**src/rtl/pacc_pkg.sv**
```systemverilog
package pacc_pkg;
  localparam logic [1:0] ADDR_CTRL = 2'd0;
  localparam logic [1:0] ADDR_FLAG = 2'd1;
  localparam logic [1:0] ADDR_CNT  = 2'd2;
  localparam int CTRL_BITS = 6;

  typedef struct packed {
    logic fclr;    // bit 5
    logic in_ie;   // bit 4
    logic ovf_ie;  // bit 3
    logic inv;     // bit 2
    logic gated;   // bit 1
    logic en;      // bit 0
  } ctrl_t;
endpackage

```
**src/rtl/pacc_insync.sv**
```systemverilog
module pacc_insync #(
  parameter int STAGES = 2
) (
  input  logic clk,
  input  logic rst,
  input  logic pin,
  output logic lvl,
  output logic rise,
  output logic fall
);
  logic [STAGES-1:0] chain;
  logic              prev;

  generate
    for (genvar i = 0; i < STAGES; i++) begin : g_stage
      if (i == 0) begin : g_first
        always_ff @(posedge clk) begin
          if (rst) chain[0] <= 1'b0;
          else     chain[0] <= pin;
        end
      end else begin : g_next
        always_ff @(posedge clk) begin
          if (rst) chain[i] <= 1'b0;
          else     chain[i] <= chain[i-1];
        end
      end
    end
  endgenerate

  always_ff @(posedge clk) begin
    if (rst) prev <= 1'b0;
    else     prev <= chain[STAGES-1];
  end

  assign lvl  = chain[STAGES-1];
  assign rise = lvl & ~prev;
  assign fall = ~lvl & prev;
endmodule

```
**src/rtl/pacc_prescale.sv**
```systemverilog
module pacc_prescale #(
  parameter int DIV = 64
) (
  input  logic clk,
  input  logic rst,
  input  logic run,
  output logic tick
);
  localparam int PW = (DIV > 1) ? $clog2(DIV) : 1;
  localparam logic [PW-1:0] LAST = PW'(DIV - 1);

  logic [PW-1:0] div_q;

  always_ff @(posedge clk) begin
    if (rst || !run)    div_q <= '0;
    else if (div_q == LAST) div_q <= '0;
    else                div_q <= div_q + 1'b1;
  end

  assign tick = run && (div_q == LAST);
endmodule

```
**src/rtl/pacc_counter.sv**
```systemverilog
module pacc_counter #(
  parameter int W = 16
) (
  input  logic         clk,
  input  logic         rst,
  input  logic         en,
  input  logic         inc,
  input  logic         wr,
  input  logic [W-1:0] wdata,
  output logic [W-1:0] cnt,
  output logic         roll
);
  localparam logic [W-1:0] MAXV = '1;

  logic bump;
  assign bump = en && inc && !wr;
  assign roll = bump && (cnt == MAXV);

  always_ff @(posedge clk) begin
    if (rst)       cnt <= '0;
    else if (wr)   cnt <= wdata;
    else if (bump) cnt <= cnt + 1'b1;
  end

  AST_WR_PRIORITY: assert property (@(posedge clk) disable iff (rst)
    wr |=> cnt == $past(wdata));
  AST_HOLD_DISABLED: assert property (@(posedge clk) disable iff (rst)
    (!en && !wr) |=> $stable(cnt));
  AST_ROLL_ZERO: assert property (@(posedge clk) disable iff (rst)
    roll |=> cnt == '0);
endmodule

```
**src/rtl/pacc_flags.sv**
```systemverilog
module pacc_flags (
  input  logic       clk,
  input  logic       rst,
  input  logic       set_ovf,
  input  logic       set_in,
  input  logic [1:0] clr,
  input  logic       ovf_ie,
  input  logic       in_ie,
  output logic [1:0] flags,
  output logic       irq_ovf,
  output logic       irq_in
);
  logic [1:0] set_v;
  assign set_v = {set_ovf, set_in};

  always_ff @(posedge clk) begin
    if (rst) begin
      flags   <= '0;
      irq_ovf <= 1'b0;
      irq_in  <= 1'b0;
    end else begin
      flags   <= (flags & ~clr) | set_v;
      irq_ovf <= flags[1] & ovf_ie;
      irq_in  <= flags[0] & in_ie;
    end
  end

  AST_SET_BEATS_CLR: assert property (@(posedge clk) disable iff (rst)
    set_ovf |=> flags[1]);
  AST_W1C_KEEP: assert property (@(posedge clk) disable iff (rst)
    (!set_in && !clr[0]) |=> flags[0] == $past(flags[0]));
  AST_IRQ_NEEDS_IE: assert property (@(posedge clk) disable iff (rst)
    irq_in |-> $past(in_ie && flags[0]));
endmodule

```
**src/rtl/pulse_accum.sv**
```systemverilog
module pulse_accum #(
  parameter int W      = 16,
  parameter int DIV    = 64,
  parameter int STAGES = 2
) (
  input  logic         clk,
  input  logic         rst,
  input  logic         pa_pin,
  input  logic [1:0]   reg_addr,
  input  logic         reg_wr,
  input  logic         reg_rd,
  input  logic [W-1:0] reg_wdata,
  output logic [W-1:0] reg_rdata,
  output logic         irq_ovf,
  output logic         irq_in
);
  import pacc_pkg::*;

  ctrl_t      ctrl;
  logic       lvl, rise, fall, tick;
  logic       act_edge, trail_edge, gate_on, inc, set_in, roll;
  logic       cnt_hit, cnt_wr;
  logic [1:0] clr, flags;
  logic [W-1:0] cnt;
  logic       unused_bits;

  assign unused_bits = ^reg_wdata[W-1:CTRL_BITS];

  always_ff @(posedge clk) begin
    if (rst)                                ctrl <= '0;
    else if (reg_wr && reg_addr == ADDR_CTRL) ctrl <= ctrl_t'(reg_wdata[CTRL_BITS-1:0]);
  end

  pacc_insync #(.STAGES(STAGES)) u_sync (
    .clk(clk), .rst(rst), .pin(pa_pin), .lvl(lvl), .rise(rise), .fall(fall));

  pacc_prescale #(.DIV(DIV)) u_pre (
    .clk(clk), .rst(rst), .run(ctrl.en && ctrl.gated), .tick(tick));

  assign act_edge   = ctrl.inv ? fall : rise;
  assign trail_edge = ctrl.inv ? rise : fall;
  assign gate_on    = lvl ^ ctrl.inv;
  assign inc        = ctrl.gated ? (tick && gate_on) : act_edge;
  assign set_in     = ctrl.en && (ctrl.gated ? trail_edge : act_edge);

  assign cnt_hit = (reg_wr || reg_rd) && reg_addr == ADDR_CNT;
  assign cnt_wr  = reg_wr && reg_addr == ADDR_CNT;

  pacc_counter #(.W(W)) u_cnt (
    .clk(clk), .rst(rst), .en(ctrl.en), .inc(inc), .wr(cnt_wr),
    .wdata(reg_wdata), .cnt(cnt), .roll(roll));

  always_comb begin
    clr = 2'b00;
    if (reg_wr && reg_addr == ADDR_FLAG) clr = reg_wdata[1:0];
    if (ctrl.fclr && cnt_hit)            clr = 2'b11;
  end

  pacc_flags u_flg (
    .clk(clk), .rst(rst), .set_ovf(roll), .set_in(set_in), .clr(clr),
    .ovf_ie(ctrl.ovf_ie), .in_ie(ctrl.in_ie),
    .flags(flags), .irq_ovf(irq_ovf), .irq_in(irq_in));

  always_ff @(posedge clk) begin
    if (rst) reg_rdata <= '0;
    else if (reg_rd) begin
      case (reg_addr)
        ADDR_CTRL: reg_rdata <= {{(W-CTRL_BITS){1'b0}}, ctrl};
        ADDR_FLAG: reg_rdata <= {{(W-2){1'b0}}, flags};
        ADDR_CNT:  reg_rdata <= cnt;
        default:   reg_rdata <= '0;
      endcase
    end
  end

  AST_RSVD_ZERO: assert property (@(posedge clk) disable iff (rst)
    (reg_rd && reg_addr == ADDR_FLAG) |=> reg_rdata[W-1:2] == '0);
  AST_FAST_CLEAR: assert property (@(posedge clk) disable iff (rst)
    (ctrl.fclr && cnt_hit && !roll && !set_in) |=> flags == 2'b00);
endmodule

```
**config.mk**
```make
export PLATFORM = sky130hd
export DESIGN_NAME = pulse_accum
export DESIGN_NICKNAME = d
export VERILOG_FILES = /design/src/rtl/pacc_pkg.sv /design/src/rtl/pacc_insync.sv /design/src/rtl/pacc_prescale.sv /design/src/rtl/pacc_counter.sv /design/src/rtl/pacc_flags.sv /design/src/rtl/pulse_accum.sv
export SDC_FILE = /design/constraint.sdc
export NUM_CORES = 1
export LEC_CHECK = 0
export ABC_AREA = 1
export BUFFER_PORTS_ARGS = -buffer_cell sky130_fd_sc_hd__buf_2
export CORE_MARGIN = 2
export CORE_UTILIZATION = 40
export DETAILED_ROUTE_END_ITERATION = 16
export GPL_ROUTABILITY_DRIVEN = 1
export PLACE_DENSITY = 0.57
export SLEW_MARGIN = 20
export SYNTH_ARGS = -nofsm -noshare
export SYNTH_HDL_FRONTEND = slang
export SYNTH_HIERARCHICAL = 1
export SYNTH_SLANG_ARGS = --single-unit
```
**constraint.sdc**
```tcl
create_clock -name clk -period 3.2 [get_ports clk]
set_clock_uncertainty 0.15 [all_clocks]
set_input_delay 0.64 -clock clk [delete_from_list [all_inputs] [get_ports clk]]
set_output_delay 0.64 -clock clk [all_outputs]
set_load 0.01 [all_outputs]
```
# Yosys cells after proc, flatten, opt, wreduce, memory -nomap -nowiden

Cells that the tools add are included.

Add/sub/neg operators: 2
Equality and inequality tests: 4
Muxes and demuxes: 9
Bitwise operators: 10
Reduce and logical (&&, ||, !) cells: 19

Operators with widths:

| operator              | count |
|---|---|
| $pmux 16 s3           | 1 |
| $mux 16               | 2 |
| $add 16x1->16 const B | 1 |
| $eq 16x16->1 const B  | 1 |
| $logic_and 1x1->1     | 12 |
| $add 6x1->6 const B   | 1 |
| $eq 6x6->1 const B    | 1 |
| $and 1x1->1           | 4 |
| $mux 1                | 4 |
| $mux 2                | 2 |
| $and 2x2->2           | 1 |
| $eq 2x1->1 const B    | 1 |
| $eq 2x2->1 const B    | 1 |
| $logic_not 1->1       | 2 |
| $logic_not 2->1       | 1 |
| $logic_or 1x1->1      | 2 |
| $not 1->1             | 2 |
| $not 2->2             | 1 |
| $or 2x2->2            | 1 |
| $reduce_bool 2->1     | 1 |
| $reduce_or 2->1       | 1 |
| $xor 1x1->1           | 1 |

Flip-flop bits (word level): 51
Input bits: 23
Output and inout port bits: 18
Logic and storage cells: 59

# Depth between registers and ports, before layout

Gate-level depths: netlist of run 1.

Depth after elaboration: 8
Mapped depth: 13
Mapped depth without buffers: 12

# By module

Netlist of run 1, hierarchy kept.

Modules (own cells, without submodules):

| module        | instances | cells an instance | area an instance (µm²) | sequential area each (µm²) |
|---|---|---|---|---|
| pacc_counter  | 1         | 174               | 1,108.6                | 320.3 |
| pulse_accum   | 1         | 138               | 994.7                  | 440.4 |
| pacc_prescale | 1         | 32                | 269.0                  | 120.1 |
| pacc_flags    | 1         | 17                | 131.4                  | 80.1 |
| pacc_insync   | 1         | 12                | 93.8                   | 60.1 |

# Worst setup path before layout of run 1

No wires, ideal clock.

Path kind: register to register
Start: reg u_pre.div_q[0]
End: reg u_cnt.cnt[5]
Setup time: 0.130 ns
Data arrival time: 1.681 ns
Required time: 2.920 ns
Setup slack: 1.239 ns
Cell stages (with the launch flop): 12
Path buffers: 0
Period minus slack after synthesis: 1.961 ns
Cells stage by stage: dfxtp_1 ha_1 nand3_2 nor3_1 nand3_1 o21ai_0 nand2_1 nand2_4 inv_2 a22o_1 a21oi_1 nor2_1

Word-level cells in the longest chain between the ends: 7

RTL lines:

| element                            | line                | text |
|---|---|---|
| start: declaration                 | pacc_prescale.sv:12 | `logic [PW-1:0] div_q;` |
| start signal: assignment           | pacc_prescale.sv:17 | `else div_q <= div_q + 1'b1;` |
| $eq 6x6->1                         | pacc_prescale.sv:20 | `assign tick = run && (div_q == LAST);` |
| $logic_and 1x1->1                  | pacc_prescale.sv:20 |  |
| via tick                           | pulse_accum.sv:20   | `logic lvl, rise, fall, tick;` |
| $logic_and 1x1->1                  | pulse_accum.sv:43   | `assign inc = ctrl.gated ? (tick && gate_on) : act_edge;` |
| $mux 1                             | pulse_accum.sv:43   |  |
| via inc                            | pulse_accum.sv:21   | `logic act_edge, trail_edge, gate_on, inc, set_in, roll;` |
| $logic_and 1x1->1 (2 in a row)     | pacc_counter.sv:16  | `assign bump = en && inc && !wr;` |
| $reduce_bool 2->1 (no source line) | --                  |  |
| end signal: assignment             | pacc_counter.sv:21  | `else if (wr) cnt <= wdata;` |
| end signal: assignment             | pacc_counter.sv:22  | `else if (bump) cnt <= cnt + 1'b1;` |
| end: declaration                   | pacc_counter.sv:10  | `output logic [W-1:0] cnt,` |

The timed path passes the listed nets, and every way through them passes these cells.
A chain may end at the register's enable or synchronous reset.

# Worst setup path after layout of run 1

Start: reg u_pre.div_q[0]
End: reg u_cnt.cnt[8]

The elaborated chain is that of the path after synthesis.

==> results.md, run 1 <==
- Max Fclk: between 0.4 and 0.5 GHz
- Drt drc: 0
- Finished Cell Area: 2940 um^2
- Register area share after synthesis: ~40%
- R2R Path End: u_cnt/cnt[8]
- Crit path from: u_pre/div_q[0]
- GRT Total Usage: 18.1%
- Clk_lat worst skew: 300 ps
- Setup CP Type: reg -> reg
- Peak supply drop: ~0.19 mV
- Initial antenna violation count: 0
- DIE HEIGHT: 84.6 um
- CTS buffer count: 5
- Final Hold Viols: 0
- Asr flop ratio synth: 0%
- Endpoints failing setup: 0
- Initial DRC Count: slightly below 90
- # hold bufs at CTS: 0
- Max FO, Critical Path: 16
- Data arrival, critical path: 2340 ps
- Total core area: 6310 um^2
- Vias per cell: 4.96
- Dpl cell area: about 2800 um^2
- Largest net degree at the start of global routing: 33
- Crit start category: register
- Htree depth: 2
- Prevailing post-synth register cell: dfxtp_1
- DRT Pass-1 Iters: 4
- Post-Syn Nets: 398
- Post-Syn Instances: 373
- Buffer depth of the longest clock path: 2
- Relative slew slack: between 60 and 70%
- Ratio of cells with drive above 1 in the final layout: 19.5%
- Power per Cell Area: 400 nW/um^2
- First-pass GRT wire length: 10700 um
- Post-CTS sizing: 0
- Worst r2r src: u_pre/div_q[0]
- Drt wl/cell: 12.6 um
- R2R Setup Slk: 940 ps
- Synth area leaders: dfxtp_1 39%, nand2_1 12%, inv_1 6.9%, nand3_1 6.4%, o21ai_0 5.0%
- Post-synth EDFFs: 0
- # diodes: 0
- WP data required: 3290 ps
- Most frequent cells after synthesis: 80 x nand2_1, 51 x dfxtp_1, 48 x inv_1, 33 x nand3_1, 33 x nor2_1
- Row cnt: 29
- Yosys warning total: 6
- GP Congestion: 0.899
- Worst-path clk slew: around 90 ps
- Minimum clock period: 2260 ps
- Unrepaired setup endpoints after global routing: no
- Crit path to: u_cnt/cnt[8]
- Vias: 2420
- Max cap viols: 0
- Run status: finished clean
- Setup crit end kind: register
- Total grt overflow: 0
- Final Slew Violations: 0
- Final nets: between 400 and 500
- # IOs: 41
- Leak: around 1.2 nW
- Port Buf Inserts: 40
- Synth unique cells: 33
- #FFs+latches synth: 51
- CTS Root Buffer Type: clkbuf_8
- Setup Fix Bufs, Post-CTS: 0
- Syn_area_per_cell: 6.96 um^2
- Final ANT Viol Nets: 0
- Width of the chip: ~85 um
- Area leader, netlist: dfxtp_1
- Area growth from synthesis to layout: 13.1%
- Worst slew pin tran: 568 ps
- Fin crit share: between 70% and 80%
- CTS sink cnt: 51
- TritonCTS clock tree: built
- Worst Hold Class: reg -> reg
- Post-synth top area share: 39.3%
- Mapped cell area: 2600 um^2
- Setup tns final: 0 ps
- Number of global-route vias before repair: 2310
- DP Wirelength: 4510 um
- Die area: 7150 um^2
- Worst r2r path cells: 11
- Initial core utilization: 41.1%
- Most frequent cell after synthesis: nand2_1
- Final wirelength: between 6000 and 7000 um
## power breakdown
| group | internal, W | switching (W) | total [W] |
|---|---|---|---|
| clock | 0.000155 | 0.000223 | 0.000377 |
| sequential | 0.000657 | 0.0000217 | 0.000678 |
| combinational | 0.0000450 | 0.0000743 | 0.000119 |
## layout by cell type, fill, tap and decap left out
master     n
nor2_4     4
inv_6      1
nand2_1   80
a22o_1     2
xor2_1     4
or2_2      1
nor3_2     1
nand2_4    2
nor2_1    33
buf_4      2
nand4_1    3
inv_2      6
inv_1     48
nand3_1   33
buf_2     40
ha_1       2
nor2_2     4
xnor2_1    3
clkbuf_8   5
nand2_2    5
o21bai_1   1
nand3_2    3
a21oi_1   25
a311oi_1   1
o21ai_1    6
clkinv_2   2
nor3_1     1
o21ai_4    1
a21oi_2    2
o21ai_0   26
inv_4      1
dfxtp_1   51
a31oi_1    4
a21boi_0   1
o211ai_1   7
## cell families (layout without fill, tap and decap cells)
| kind of cell | Yosys count | count (layout) | synth area share [%] |
|---|---|---|---|
| XOR/XNOR | 7 | 7 | 2.36 |
| AND/OR/NAND/NOR | 170 | 170 | 30.0 |
| AO/OA/AOI/OAI | 76 | 76 | 16.9 |
| buffers and inverters | 67 | 105 | 10.5 |
| flip-flops | 51 | 51 | 39.3 |
| adder cells (fa/ha/maj) | 2 | 2 | 0.963 |
## worst max-delay path: stages (launching register included)
cell and delay (ps):
dfxtp_1 380, ha_1 220, nand3_2 140, nor3_1 160, nand3_1 90, o21ai_0 140, nand2_1 190, nor2_4 380
nand3_1 120, nand2_1 80, inv_1 40, a21oi_1 110
## worst min-delay path by stage
stage | cells after the start | slack (ps) | endpoint | start
after floorplan | 2 | 240 | u_sync/lvl | u_sync/chain[0]
after global routing | 2 | 280 | u_sync/lvl | u_sync/chain[0]
final | 2 | 260 | u_sync/lvl | u_sync/chain[0]
after global placement | 2 | 250 | u_sync/lvl | u_sync/chain[0]
after CTS | 2 | 260 | u_sync/lvl | u_sync/chain[0]
after detailed placement | 2 | 250 | u_sync/lvl | u_sync/chain[0]
## layer usage
layer  GRT usage [%]  wire length (um)  up-vias
met4            6.78                35        0
met1            24.6              2970     1077
met5               0                 0        -
li1                -                 -     1275
met2            27.9              2800       65
met3            4.42               352        3
## state kept, by name, indices dropped and copies added (netlist names)
signal	flops
u_pre/div_q	6
u_sync/lvl	1
u_flg/flags	2
ctrl	6
u_sync/chain	1
u_flg/irq_ovf	1
u_flg/irq_in	1
u_sync/prev	1
reg_rdata	16
u_cnt/cnt	16
## per-stage QoR
stage / setup WS, ps / utilization (%) / hold WS, ps / power, W / cells
detailed placement: 951 / 45.1 / 246 / 0.000814 / 480
floorplan: 1240 / - / 238 / 0.000764 / 373
global route: 621 / 46.5 / 283 / 0.00124 / 488
global placement: 1010 / 45.1 / 248 / 0.000813 / 480
finish: 942 / 46.5 / 256 / 0.00117 / 488
CTS: 920 / 46.5 / 260 / 0.00119 / 488
## layout make-up
cell class,count,area (um^2)
fillers,676,3380
flip-flops and latches,51,1020
well taps,77,96.3
repair buffers,42,215
multi-input cells,255,1310
clock buffers,5,68.8
clock inverters,3,18.8
inverters,55,209
(Power assumes the default switching activity.)
==> run 2: changes to the inputs <==
PLACE_DENSITY = 0.59   (was 0.57)
clock period = 1.8 ns   (was 3.2 ns; I/O delays follow)
==> run 2 against run 1 <==
Compared with the run above: the flow now finishes with violations (setup timing); sequential share of layout area down 3.3 points; clock-buffer cell count unchanged; worst setup slack worse by 1000 ps; die area unchanged; global-route usage increased by 0.64 points; largest power group unchanged; sequential cell count stayed put; via count increased by 5.9%; core utilization increased by 5.1 points.
==> results.md, run 2 (synthesis gave the netlist of run 1 again) <==
- Run status: complete, but fails checks
- Failing checks: setup timing
- Max FO, Critical Path: 9
- Endpoints failing setup: 12
- Worst r2r src: u_pre/div_q[1]
- DRT Pass-1 Iters: 5
- DP Wirelength: 4830 um
- Htree depth: 2
- CTS Root Buffer Type: clkbuf_8
- Crit path from: u_pre/div_q[1]
- Data arrival, critical path: ~2000 ps
- CTS sink cnt: roughly 50
- Worst hold path cell count: 3
- Die area: approximately 7000 um^2
- Commonest non-fill, non-tap cell in the layout: nand2_1
- Max cap viols: 0
- Initial DRC Count: 112
- Setup CP Type: reg -> reg
- Final ANT Viol Nets: 0
- Worst path cell trace: ha_4, nand3_4, nor3_2, nand3_1, o21ai_1, nand2_2, nor2_4, buf_12, nand4_1, nor2_2, nand2_1, nand2_1
- Initial core utilization: 41.1%
- CP max stage delay: 360 ps
- Relative slew slack: 79.1%
- Peak supply drop: around 0.35 mV
- TritonCTS clock tree: built
- Worst r2r path cells: 12
- CTS buffer count: 5
- Worst Hold Class: in -> reg
- Vias: about 2600
- Drt drc: 0
- Area growth from synthesis to layout: 25.4%
- Final nets: 463
- Max Fclk: 0.537 GHz
- # diodes: 0
- Width of the chip: 84.6 um
- GP Congestion: 0.875
- Number of global-route vias before repair: 2387
- Crit-path slowest cell: dfxtp_2
- DIE HEIGHT: 84.6 um
- Drt wl/cell: 12.6 um
- Final wirelength: ~6500 um
- Total core area: 6310 um^2
- Worst slew pin tran: approximately 310 ps
- Most frequent cells in the layout: 79 x nand2_1, 48 x inv_1, 48 x dfxtp_1, 40 x buf_2, 31 x nor2_1
- Top flop regs: reg_rdata x16, u_cnt/cnt x16
- Final Slew Violations: 0
- Power per Cell Area: 656 nW/um^2
- Final Hold Viols: 0
- Port Buf Inserts: 40
- Fin crit share: 103%
- Vias per cell: 4.97
- Post-layout util: between 50% and 60%
- Worst-path clk slew: 90 ps
- # hold bufs at CTS: 0
- Initial antenna violation count: 0
- Ratio of cells with drive above 1 in the final layout: roughly 28%
- WP data required: 1910 ps
- # IOs: 41
- Hold Startpoint: pa_pin
- Largest net degree at the start of global routing: 26
- Final hold slack: 122 ps
- Setup crit end kind: register
- Fillers: approximately 660
- Top cell by count, worst path: nand2_1
- Row cnt: 29
- Unrepaired setup endpoints after global routing: yes
- Clk_lat worst skew: roughly 310 ps
- First-pass GRT wire length: 10900 um
- Crit start category: register
- GRT Total Usage: 18.7%
- Leak: 1.38 nW
- Minimum clock period: 1860 ps
- Buffer depth of the longest clock path: 2
- Total grt overflow: 0
- Final worst slack: -62.7 ps
## run 2: cell count changes in the layout (fill, tap and decap cells not counted), sizes merged
cell,previous run,this run
buf,42,70
## run 2: worst paths after layout
kind	end	slack (ps)
max reg2reg	u_flg/flags[1]	-60
min	u_sync/chain[0]	120
max	u_flg/flags[1]	-60
min reg2reg	u_sync/lvl	250
## run 2: critical path, delay by kind of cell, from the launching register on
family	cells	cell delay, ps
and+or+nand+nor	9	880
adders and majority gates	1	150
DFF	1	360
AOI/OAI and AO/OA	1	160
buffers and inverters	1	130
## run 2: final cells by class
type                       instances  area (um^2)  share of cell area (%)
multi-input combinational        255         1370                    42.0
sequential                        51         1020                    31.5
timing repair buffer              70          470                    14.4
inverter                          55          211                    6.49
tap                               77         96.3                    2.96
clock buffer                       5         68.8                    2.11
clock inverter                     3         18.8                   0.576
## run 2: layer usage
| layer | global-route usage, % | wire length (um) | up-vias |
|---|---|---|---|
| met3 | 3.44 | 291 | 7 |
| met1 | 24.5 | 3080 | 1164 |
| li1 | - | - | 1331 |
| met2 | 31.6 | 3030 | 61 |
| met5 | 0 | 0 | - |
| met4 | 5.48 | 99 | 0 |
## run 2: report_power, final
group	internal (W)	total [W]	leakage, nW	switching, W
Sequential	0.00117	0.00120	0.417	0.0000332
Combinational	0.000113	0.000261	0.916	0.000148
Clock	0.000275	0.000676	0.0483	0.000401
## run 2: repair_timing
| item | 4_1_cts | 5_1_grt |
|---|---|---|
| resized for setup | 2 | 12 |
| setup buffers | 0 | 4 |
| endpoints found under the setup margin | 14 | 17 |
| pin swaps | 2 | 2 |
## run 2: stage by stage
step	std cells	TNS [ps]	instance area [um^2]	setup slack (ps)	power (W)
3_3_place_gp	504	-54.9	3100	-37.8	0.00148
3_5_place_dp	504	-267	3100	-76.9	0.00148
2_1_floorplan	373	-13.3	2630	-6.66	0.00136
6_report	516	-505	3260	-62.7	0.00214
4_1_cts	512	-414	3190	-110	0.00216
5_1_grt	516	-2080	3260	-189	0.00225
